==> src/rtl/adg_pkg.sv <==
package adg_pkg;

    typedef enum logic [1:0] {
        ST_IDLE  = 2'd0,
        ST_COUNT = 2'd1,
        ST_OPEN  = 2'd2,
        ST_ACKED = 2'd3
    } adg_state_e;

endpackage

==> src/rtl/adg_sync.sv <==
module adg_sync #(
    parameter int WIDTH  = 2,
    parameter int STAGES = 2
) (
    input  logic             clk,
    input  logic             rst_n,
    input  logic [WIDTH-1:0] din,
    output logic [WIDTH-1:0] dout
);

    logic [WIDTH-1:0] stage_q [STAGES];

    genvar s;
    generate
        for (s = 0; s < STAGES; s++) begin : g_stage
            always_ff @(posedge clk or negedge rst_n) begin
                if (!rst_n) begin
                    stage_q[s] <= '1;
                end else if (s == 0) begin
                    stage_q[s] <= din;
                end else begin
                    stage_q[s] <= stage_q[(s == 0) ? 0 : s-1];
                end
            end
        end
    endgenerate

    assign dout = stage_q[STAGES-1];

endmodule

==> src/rtl/adg_counter.sv <==
module adg_counter #(
    parameter int CNT_W = 4
) (
    input  logic             clk,
    input  logic             rst_n,
    input  logic             run,
    input  logic [CNT_W-1:0] limit,
    output logic             done
);

    localparam logic [CNT_W-1:0] CNT_MAX = '1;

    logic [CNT_W-1:0] count_q;

    always_ff @(posedge clk or negedge rst_n) begin
        if (!rst_n) begin
            count_q <= '0;
        end else if (!run) begin
            count_q <= '0;
        end else if (count_q != CNT_MAX) begin
            count_q <= count_q + CNT_W'(1);
        end
    end

    assign done = (count_q >= limit);

endmodule

==> src/rtl/ack_delay_gate.sv <==
module ack_delay_gate #(
    parameter int CNT_W       = 4,
    parameter int SYNC_STAGES = 2
) (
    input  logic             clk,
    input  logic             rst_n,
    input  logic             strobe_n,
    input  logic             slow_ack_n,
    input  logic [CNT_W-1:0] delay_cycles,
    output logic             cpu_ack_n
);
    import adg_pkg::*;

    localparam int SYNC_W = 2;

    logic [SYNC_W-1:0] raw_in;
    logic [SYNC_W-1:0] synced;
    logic              strb_s;
    logic              ack_s;
    logic              cnt_done;
    adg_state_e        state_q;
    adg_state_e        state_d;

    assign raw_in = {strobe_n, slow_ack_n};

    adg_sync #(.WIDTH(SYNC_W), .STAGES(SYNC_STAGES)) u_sync (
        .clk   (clk),
        .rst_n (rst_n),
        .din   (raw_in),
        .dout  (synced)
    );

    assign strb_s = synced[1];
    assign ack_s  = synced[0];

    adg_counter #(.CNT_W(CNT_W)) u_cnt (
        .clk   (clk),
        .rst_n (rst_n),
        .run   (!strb_s),
        .limit (delay_cycles),
        .done  (cnt_done)
    );

    always_comb begin
        state_d = state_q;
        if (strb_s) begin
            state_d = ST_IDLE;
        end else begin
            unique case (state_q)
                ST_IDLE:  state_d = cnt_done ? ST_OPEN : ST_COUNT;
                ST_COUNT: if (cnt_done) state_d = ST_OPEN;
                ST_OPEN:  if (!ack_s)   state_d = ST_ACKED;
                ST_ACKED: if (ack_s)    state_d = ST_OPEN;
                default:  state_d = ST_IDLE;
            endcase
        end
    end

    always_ff @(posedge clk or negedge rst_n) begin
        if (!rst_n) begin
            state_q <= ST_IDLE;
        end else begin
            state_q <= state_d;
        end
    end

    always_comb begin
        cpu_ack_n = 1'b1;
        unique case (state_q)
            ST_IDLE, ST_COUNT: cpu_ack_n = 1'b1;
            ST_OPEN, ST_ACKED: cpu_ack_n = strb_s | ack_s;
            default:           cpu_ack_n = 1'b1;
        endcase
    end

endmodule

==> config.mk <==
export PLATFORM = sky130hd
export DESIGN_NAME = ack_delay_gate
export DESIGN_NICKNAME = d
export VERILOG_FILES = /design/src/rtl/adg_pkg.sv /design/src/rtl/adg_sync.sv /design/src/rtl/adg_counter.sv /design/src/rtl/ack_delay_gate.sv
export SDC_FILE = /design/constraint.sdc
export NUM_CORES = 1
export LEC_CHECK = 0
export BUFFER_PORTS_ARGS = -buffer_cell sky130_fd_sc_hd__buf_2
export CELL_PAD_IN_SITES_DETAIL_PLACEMENT = 1
export CELL_PAD_IN_SITES_GLOBAL_PLACEMENT = 2
export CORE_AREA = 2 2 40 42
export DETAILED_ROUTE_END_ITERATION = 8
export DIE_AREA = 0 0 42 44
export GPL_TIMING_DRIVEN = 0
export MAX_ROUTING_LAYER = met4
export PLACE_DENSITY = 0.81
export REMOVE_ABC_BUFFERS = 1
export SYNTH_ARGS = -nofsm -noshare
export SYNTH_HDL_FRONTEND = slang
export SYNTH_SLANG_ARGS = --single-unit
==> constraint.sdc <==
create_clock -name clk -period 4 [get_ports clk]
set_clock_uncertainty 0.15 [all_clocks]
set_input_delay 0.8 -clock clk [delete_from_list [all_inputs] [get_ports clk]]
set_output_delay 0.8 -clock clk [all_outputs]
set_load 0.005 [all_outputs]
==> flow_summary.toml, run 1 <==
[worst_setup_path]
rr_worst_depth = 4
startpoint_type = "register"
cpPeakStageDelay_ps = 590
cp-end-kind = "primary output"
worst-path-buf-inv = 1
critPathKind = "register to primary output"
arrival_ps = 1060
crit_chain = "nor2_1 > nand2_1 > buf_2"
worstPathMaxFanout = 6
cp_top_family = "flip-flops"
slowest_stage = "dfstp_2"
required_ps = 3050
path_depth = 3

[pwr]
power_w = 0.0001881
p_per_area_nw_per_um2 = 370.3
ir_drop_mv = 0.1691
p_leak_nw = 0.2565

[cells_and_area]
final_cell_mix = "buf_2 (8), nor2_1 (7), inv_1 (5), ha_1 (5), dfrtp_1 (5)"
layout.nets = 66
post-route-util = 0.3580
final_area_um2 = 508.0
drive_above_1_share = 0.2885
num-fill-cells = 173
diodes = 0
final_common_cell = "buf_2"
syn_to_final_growth_pct = 17.34
fin_cells = 68

[detailed_routing]
post_drt_via_cell_ratio = 4.603
dr.pass1.iters = 4
vias = 313
antenna_left = 0
wl_um = 689
drtIter0Drc = 4
post_drt_wl_per_cell_um = 10.13
drc = 0

[min_path]
whs_path_depth = 0
hold_path_class = "register to register"

[global_routing]
grt_pass1_vias = 330
grt_max_degree = 10
grt.overflow.total = 0
grt_usage = 0.1029
grt_pass1_wl_um = 1304
antenna_found_initial = 0

[sta]
setup_violations = 0
final-hold-violation-count = 0
relSlewSlack = 0.8678
fmaxAchievable_mhz = 496.7
fin_crit_ps = 2013
fin_tns_setup_ps = 0
worst_pin_slew_ps = 198.3
rsz0062_at_grt = "false"
drv_slew = 0
fin_crit_sh = 0.5034

[floorplanning]
rows = 14
ios = 9
die_area_um2 = 1848
coreArea_um2 = 1419
initial_core_util = 0.3051
die_x_um = 42
die_y_um = 44

[placement]
placed_cell_area_um2 = 481.7
dp_cells = 64
globalplace.congestion = 0.6795
portBuffers = 8
dp_hpwl_um = 563.3

[clocking]
cts_made_buffers = 3
cts_hold_buf = 0
cts_tree = "built"
htreeDepth = 1
path_clk_slew_ps = 50
cts.sinks = 9
post_cts_buffers = 0
cts-root-buf = "clkbuf_4"
cts_resized = 0
clock_path_buffers = 2
clock_latency_ps = 250

[logic_synthesis]
synth_seq_cells = 9
avgSynthCellArea_um2 = 10.56
synth_largest_area_cell = "dfrtp_1"
syn_area_um2 = 432.9
yosysSeqAreaShare = 0.5318
syn_inst = 41
ys_types = 15
synth_area_leaders = "dfrtp_1 (29%), dfstp_2 (24%), ha_1 (14%)"
ys_warn_count = 0
synth_top_area_share = 0.2890

[status]
status = "finished clean"

[run]
maxCapViolations = 0
[sequential cells by signal, indices dropped and copies added, names as in the netlist]
register / count
u_sync.dout: 2
u_sync.stage_q: 2
u_cnt.count_q: 4
state_q: 1
[stage by stage]
stage,setup slack [ps],hold slack (ps)
3_3_place_gp,2216,196.8
5_1_grt,1926,207.8
4_1_cts,1964,207.2
3_5_place_dp,2192,198.8
2_1_floorplan,2350,195.2
6_report,1987,204.9
[cell usage after synthesis]
library cell  instances
nor3b_1               1
ha_1                  5
buf_6                 1
inv_1                 5
dfstp_2               4
a21o_1                1
nor3_1                2
nor2_1                7
xnor2_1               1
dfrtp_1               5
a31oi_1               2
nand2_1               2
mux2i_1               1
nand3_1               2
o21ai_0               2
[cells by family after synthesis]
kind of cell	share of synthesized area
AO/OA/AOI/OAI	0.06937
buffers and inverters	0.06937
multiplexers	0.02312
adder cells (fa/ha/maj)	0.1445
XOR/XNOR	0.02023
flip-flops	0.5318
AND/OR/NAND/NOR	0.1416
[metal layers]
layer,up-vias,wire length (µm),GRT usage
met5,-,0,-
met4,0,0,0.03871
met3,0,53,0.06250
met2,7,349,0.1594
met1,150,285,0.1070
li1,156,-,-
[final cells by class]
class / count / area, µm² / area share
Tap cell: 16 / 20.02 / 0.03941
Timing Repair Buffer: 8 / 40.04 / 0.07882
Multi-Input combinational cell: 26 / 172.7 / 0.3399
Inverter: 5 / 18.77 / 0.03695
Sequential cell: 9 / 230.2 / 0.4532
Clock buffer: 4 / 26.28 / 0.05172
[worst register-to-register path, cell delays in order (launching register included)]
cell and delay (ps):
dfrtp_1 440, ha_1 300, o21ai_0 70, a21o_1 180
a31oi_1 140
[report_power, final]
part | switching (W) | internal [W]
clock | 0.0000286 | 0.0000382
combinational | 0.00000899 | 0.00000900
sequential | 0.00000527 | 0.0000981
total | 0.0000428 | 0.000145
[path summary, 6_finish.rpt]
| kind | startpoint | to | slack (ps) |
|---|---|---|---|
| setup / recovery | u_sync.dout[1] | cpu_ack_n | 1990 |
| hold / removal | u_sync.stage_q[3] | u_sync.dout[1] | 200 |
| setup reg to reg | u_cnt.count_q[2] | state_q[1] | 2650 |
| hold reg to reg | u_sync.stage_q[3] | u_sync.dout[1] | 200 |
| max in group asynchronous | rst_n | u_sync.dout[1] | 3230 |
| min in group asynchronous | rst_n | u_cnt.count_q[2] | 230 |
(Power assumes the default switching activity.)
==> inputs of run 2 (changes only) <==
--- a/config.mk
+++ b/config.mk
@@ -5,15 +5,16 @@
 export SDC_FILE = /design/constraint.sdc
 export NUM_CORES = 1
 export LEC_CHECK = 0
+export ABC_AREA = 1
 export BUFFER_PORTS_ARGS = -buffer_cell sky130_fd_sc_hd__buf_2
 export CELL_PAD_IN_SITES_DETAIL_PLACEMENT = 1
 export CELL_PAD_IN_SITES_GLOBAL_PLACEMENT = 2
-export CORE_AREA = 2 2 40 42
+export CORE_AREA = 2 2 45 47
 export DETAILED_ROUTE_END_ITERATION = 8
-export DIE_AREA = 0 0 42 44
+export DIE_AREA = 0 0 47 49
 export GPL_TIMING_DRIVEN = 0
 export MAX_ROUTING_LAYER = met4
-export PLACE_DENSITY = 0.81
+export PLACE_DENSITY = 0.8
 export REMOVE_ABC_BUFFERS = 1
 export SYNTH_ARGS = -nofsm -noshare
 export SYNTH_HDL_FRONTEND = slang
==> constraint.sdc (replaced) <==
create_clock -name clk -period 2 [get_ports clk]
set_clock_uncertainty 0.15 [all_clocks]
set_input_delay 0.4 -clock clk [delete_from_list [all_inputs] [get_ports clk]]
set_output_delay 0.4 -clock clk [all_outputs]
set_load 0.005 [all_outputs]
==> run 2 against run 1 <==
Net effect: sequential power grew 140%; non-clock buffer count is 1 higher; global-route usage is 1.7 points higher; core utilization down 1.2 points; final area rose by 25%; total power increased to 2.6 times the previous value; via count up 44%; final cell count grew 50%; register-to-register slack got worse by 2200 ps; clock power grew 110%.
==> flow_summary.toml, run 2 <==
[pwr]
ir_drop_mv = 0.5469
p_per_area_nw_per_um2 = 771.1
p_leak_nw = 0.3330

[min_path]
whs_path_depth = 1
hold_end = "u_sync.stage_q[2]"
hold_path_class = "input pin to register"
hold_start = "slow_ack_n"

[placement]
dp_cells = 97
globalplace.congestion = 0.7287
dp_hpwl_um = 830
portBuffers = 8

[worst_setup_path]
worstSetupStartpoint = "u_sync.dout[1]"
worstPathMaxFanout = 7
critPathKind = "register to primary output"
rr_worst_depth = 6
startpoint_type = "register"
required_ps = 1450
worstReg2RegStart = "u_cnt.count_q[3]"
r2r_slack_ps = 500
arrival_ps = 1110
cp-end-kind = "primary output"
r2r-end = "state_q[0]"

[cells_and_area]
drive_above_1_share = 0.2000
syn_to_final_growth_pct = 20.90
num-fill-cells = 243
regMostFlops = "u_cnt.count_q"
final_cell_mix = "inv_1 (13), nand2_1 (13), buf_2 (8)"
fin_cells = 102
largest_reg_flops = 4
diodes = 0
layout.nets = 89

[logic_synthesis]
synth_xor_area_frac = 0
avgSynthCellArea_um2 = 8.496
synth_seq_cells = 10
synth-adder-area-share = 0.1188
synth_top_area_share = 0.2850
syn_area_um2 = 526.8
syn_inst = 62
ys_types = 16
synth_mux_area_frac = 0
synth_area_leaders = "dfrtp_1 (29%), dfstp_2 (20%), ha_1 (12%)"
synth_commonest_cells = "inv_1 (13), nand2_1 (13), dfrtp_1 (6)"
synth_largest_area_cell = "dfrtp_1"
synth_compound_area_frac = 0.1021
synth_top_family_by_area = "simple AND/OR/NAND/NOR gates"
synth_edf_count = 0
synthArstFlopShare = 1.000
yosysSeqAreaShare = 0.4846
ys_warn_count = 0
synthSimpleGateAreaFrac = 0.2019
synthFlopType = "dfrtp_1"

[sta]
fin_tns_setup_ps = 0
worst_pin_slew_ps = 210.0
setup_violations = 0
fin_crit_ps = 1658
final-hold-violation-count = 0
relSlewSlack = 0.8600
fmaxAchievable_mhz = 603.3
fin_crit_sh = 0.8288
drv_slew = 0
rsz0062_at_grt = "false"

[detailed_routing]
dr.pass1.iters = 2
drtIter0Drc = 4
vias = 451
drc = 0
antenna_left = 0
post_drt_via_cell_ratio = 4.422
post_drt_wl_per_cell_um = 9.931
wl_um = 1013

[floorplanning]
ios = 9
die_area_um2 = 2303
rows = 16
initial_core_util = 0.2860
die_y_um = 49
die_x_um = 47
coreArea_um2 = 1842

[clocking]
clock_latency_ps = 260
cts.sinks = 10
cts-root-buf = "clkbuf_4"
post_cts_buffers = 0
cts_tree = "built"
cts_made_buffers = 3
clock_path_buffers = 2
htreeDepth = 1
path_clk_slew_ps = 50

[status]
status = "finished clean"

[global_routing]
grt_usage = 0.1196
grt_max_degree = 11
grt_pass1_vias = 472
grt.overflow.total = 0
antenna_found_initial = 0
grt_pass1_wl_um = 1897

[run]
maxCapViolations = 0
==> run 2: worst max-delay path by stage <==
stage                  to  slack (ps)  cells past startpoint
2_1_floorplan  state_q[0]         610                      7
3_3_place_gp   state_q[0]         430                      7
3_5_place_dp   state_q[0]         380                      8
4_1_cts         cpu_ack_n         320                      3
5_1_grt         cpu_ack_n         260                      3
6_report        cpu_ack_n         340                      3
==> run 2: cell type report <==
cell class / count / area, µm² / share of cell area
repair buffers: 9 / 50.05 / 0.07859
inverters: 13 / 48.80 / 0.07662
flip-flops and latches: 10 / 255.2 / 0.4008
well taps: 27 / 33.78 / 0.05305
multi-input cells: 39 / 222.7 / 0.3497
clock buffers: 4 / 26.28 / 0.04126
==> run 2: layer usage <==
| layer | share of wire | wire length (µm) | vias up | global-route usage |
|---|---|---|---|---|
| met5 | 0 | 0 | - | - |
| met3 | 0.029 | 29 | 0 | 0.03333 |
| met1 | 0.41 | 418 | 218 | 0.1303 |
| li1 | - | - | 226 | - |
| met4 | 0 | 0 | 0 | 0.04167 |
| met2 | 0.56 | 566 | 7 | 0.2009 |
==> run 2: report_power, final <==
part	switching, W	internal, W
Clock	0.0000620	0.0000767
Sequential	0.0000235	0.000229
Combinational	0.0000569	0.0000432
==> run 2: what timing repair did <==
| item | CTS | global route |
|---|---|---|
| gates resized for setup | 0 | 0 |
| hold endpoints to repair | 6 | 0 |
| hold buffers | 1 | 0 |
==> run 2: critical path: stages, from the launching register on <==
cell	delay [ps]
dfstp_2	600
nor2_1	70
nand2_1	80
buf_2	110
==> run 2: cell families after synthesis <==
| kind of cell | Yosys count |
|---|---|
| and+or+nand+nor | 25 |
| buffers and inverters | 13 |
| DFF | 10 |
| AOI/OAI and AO/OA | 9 |
| adders and majority gates | 5 |
==> run 2: per-stage QoR <==
step                setup WS (ps)  utilization  total power (W)  hold slack [ps]  instance area, µm²
floorplan                   608.8            -        0.0003215           -45.59               526.8
global placement            427.3       0.3261        0.0003502            114.5               600.6
detailed placement          380.4       0.3261        0.0003569            110.8               600.6
CTS                         321.5       0.3458        0.0005010            79.84               636.9
global route                263.0       0.3458        0.0005294            81.43               636.9
finish                      342.5       0.3458        0.0004911            92.39               636.9
==> inputs of run 3 (changes only) <==
--- a/config.mk
+++ b/config.mk
@@ -9,12 +9,12 @@
 export BUFFER_PORTS_ARGS = -buffer_cell sky130_fd_sc_hd__buf_2
 export CELL_PAD_IN_SITES_DETAIL_PLACEMENT = 1
 export CELL_PAD_IN_SITES_GLOBAL_PLACEMENT = 2
-export CORE_AREA = 2 2 45 47
+export CORE_AREA = 2 2 48 50
 export DETAILED_ROUTE_END_ITERATION = 8
-export DIE_AREA = 0 0 47 49
+export DIE_AREA = 0 0 50 52
 export GPL_TIMING_DRIVEN = 0
 export MAX_ROUTING_LAYER = met4
-export PLACE_DENSITY = 0.8
+export PLACE_DENSITY = 0.75
 export REMOVE_ABC_BUFFERS = 1
 export SYNTH_ARGS = -nofsm -noshare
 export SYNTH_HDL_FRONTEND = slang
==> constraint.sdc (replaced) <==
create_clock -name clk -period 1.4 [get_ports clk]
set_clock_uncertainty 0.15 [all_clocks]
set_input_delay 0.28 -clock clk [delete_from_list [all_inputs] [get_ports clk]]
set_output_delay 0.28 -clock clk [all_outputs]
set_load 0.005 [all_outputs]
==> run 3 against run 2 <==
Net effect: the flow now finishes with violations (setup timing); sequential power up 40%; first-iteration DRC count down 50%; non-clock buffer count up 8; die area up 13%; worst setup slack worse by 410 ps; final area up 18%; routed wire length up 6.6%; global-route usage down 2.5 points; critical path depth up 6; count of clock-buffer cells in the layout unchanged; highest routed layer is now met4.
==> flow_summary.toml, run 3 (synthesized netlist as in run 2, its figures left out) <==
[sta]
setup_violations = 3
final-hold-violation-count = 0
fmaxAchievable_mhz = 679.4
drv_slew = 0
fin_crit_sh = 1.051
fin_crit_ps = 1472
worst_slack_ps = -71.81
relSlewSlack = 0.8559
worst_pin_slew_ps = 216.2
rsz0062_at_grt = "true"

[global_routing]
grt_pass1_wl_um = 1773
grt_usage = 0.09448
antenna_found_initial = 0
grt_pass1_vias = 426
grt.overflow.total = 0
grt_max_degree = 11

[worst_setup_path]
crit_top_cell = "nand2_1"
cpPeakStageDelay_ps = 390
cp-end-kind = "register"
crit_chain = "inv_1 > ha_1 > nand2_1 > inv_1 > nand2_2 > nand4_1 > nand2_1 > nand2_1 > o21ai_1"
startpoint_type = "register"
worst-path-buf-inv = 2
worstPathMaxFanout = 3
slowest_stage = "dfrtp_1"
required_ps = 1430
critPathKind = "register to register"
arrival_ps = 1510
cp_top_family = "simple AND/OR/NAND/NOR gates"

[detailed_routing]
post_drt_wl_per_cell_um = 9.730
post_drt_via_cell_ratio = 4.261
drtIter0Drc = 2
drc = 0
vias = 473
dr.pass1.iters = 2
antenna_left = 0
wl_um = 1080

[floorplanning]
die_x_um = 50
rows = 17
die_area_um2 = 2600
coreArea_um2 = 2106
die_y_um = 52
ios = 9
initial_core_util = 0.2501

[clocking]
htreeDepth = 1
cts_tree = "built"
cts_made_buffers = 3
clock_latency_ps = 270
cts.sinks = 10
path_clk_slew_ps = 70
cts-root-buf = "clkbuf_4"
clock_path_buffers = 2

[pwr]
p_leak_nw = 0.3803
ir_drop_mv = 0.5787
p_per_area_nw_per_um2 = 994.8

[placement]
globalplace.congestion = 0.7944
dp_hpwl_um = 757.6
portBuffers = 8
post-place-ws_ps = -93.80

[cells_and_area]
regMostFlops = "u_cnt.count_q"
syn_to_final_growth_pct = 43.23
drive_above_1_share = 0.3976
final_cell_mix = "inv_1 (13), nand2_1 (11), buf_2 (8)"
diodes = 0
largest_reg_flops = 4
final_common_cell = "inv_1"
post-route-util = 0.3583
layout.nets = 97
num-fill-cells = 254

[min_path]
hold_path_class = "register to register"

[status]
failed_checks = "setup timing"
status = "finished, violations left"

[run]
maxCapViolations = 0
==> run 3: cell types whose count changed in the layout (fill, tap and decap cells not counted), sizes merged <==
| cell | delta |
|---|---|
| dlygate4sd3 | +2 |
| buf | +6 |
==> run 3: timing repair <==
action	in CTS	in global routing
gates resized for setup	5	7
hold buffers	3	0
pin swaps	2	5
buffers inserted	4	2
setup endpoints to repair	3	5
hold endpoints to repair	12	0
==> run 3: worst reg2reg max path: stages, from the launching register on <==
cell,delay (ps)
dfrtp_1,390
inv_1,60
ha_1,280
nand2_1,70
inv_1,40
nand2_2,70
nand4_1,120
nand2_1,100
nand2_1,50
o21ai_1,60
==> run 3: worst paths after layout <==
kind	startpoint	end	slack, ps	cells past startpoint
max	u_cnt.count_q[0]	state_q[0]	-70	9
max in group asynchronous	rst_n	u_sync.dout[1]	600	2
min	u_sync.stage_q[2]	u_sync.dout[0]	200	0
max reg2reg	u_cnt.count_q[0]	state_q[0]	-70	9
min reg2reg	u_sync.stage_q[2]	u_sync.dout[0]	200	0
min in group asynchronous	rst_n	u_cnt.count_q[0]	230	2
==> run 3: power breakdown <==
group	leakage (nW)	internal, W	total, W	switching (W)
Clock	0.0150	0.000110	0.000205	0.0000955
Combinational	0.244	0.0000895	0.000192	0.000102
Sequential	0.121	0.000327	0.000354	0.0000270
==> run 3: per-layer routing <==
layer  share of wire  track usage  wire length [µm]  up-vias
met5               0            -                 0        -
met4           0.018      0.04167                19        0
met3           0.023      0.01724                25        2
met2            0.54       0.1535               578        7
met1            0.42       0.1149               457      220
li1                -            -                 -      244
==> run 3: per-stage QoR <==
step	cells	total power, W	area, µm²	hold slack, ps	setup TNS [ps]
after floorplan	62	0.0004592	526.8	-165.6	0
after global placement	98	0.0005020	601.8	-4.179	-143.6
after detailed placement	98	0.0005071	601.8	-2.385	-183.4
after CTS	109	0.0007436	706.9	205.6	-211.3
after global routing	111	0.0008065	754.5	211.5	-397.4
final	111	0.0007505	754.5	204.5	-149.3
==> run 3: final cells by class <==
type,instances,area (µm²),area share
multi-input combinational,39,274.0,0.3632
clock buffer,4,26.28,0.03483
inverter,13,48.80,0.06468
sequential,10,255.2,0.3383
tap,28,35.03,0.04643
timing repair buffer,17,115.1,0.1526
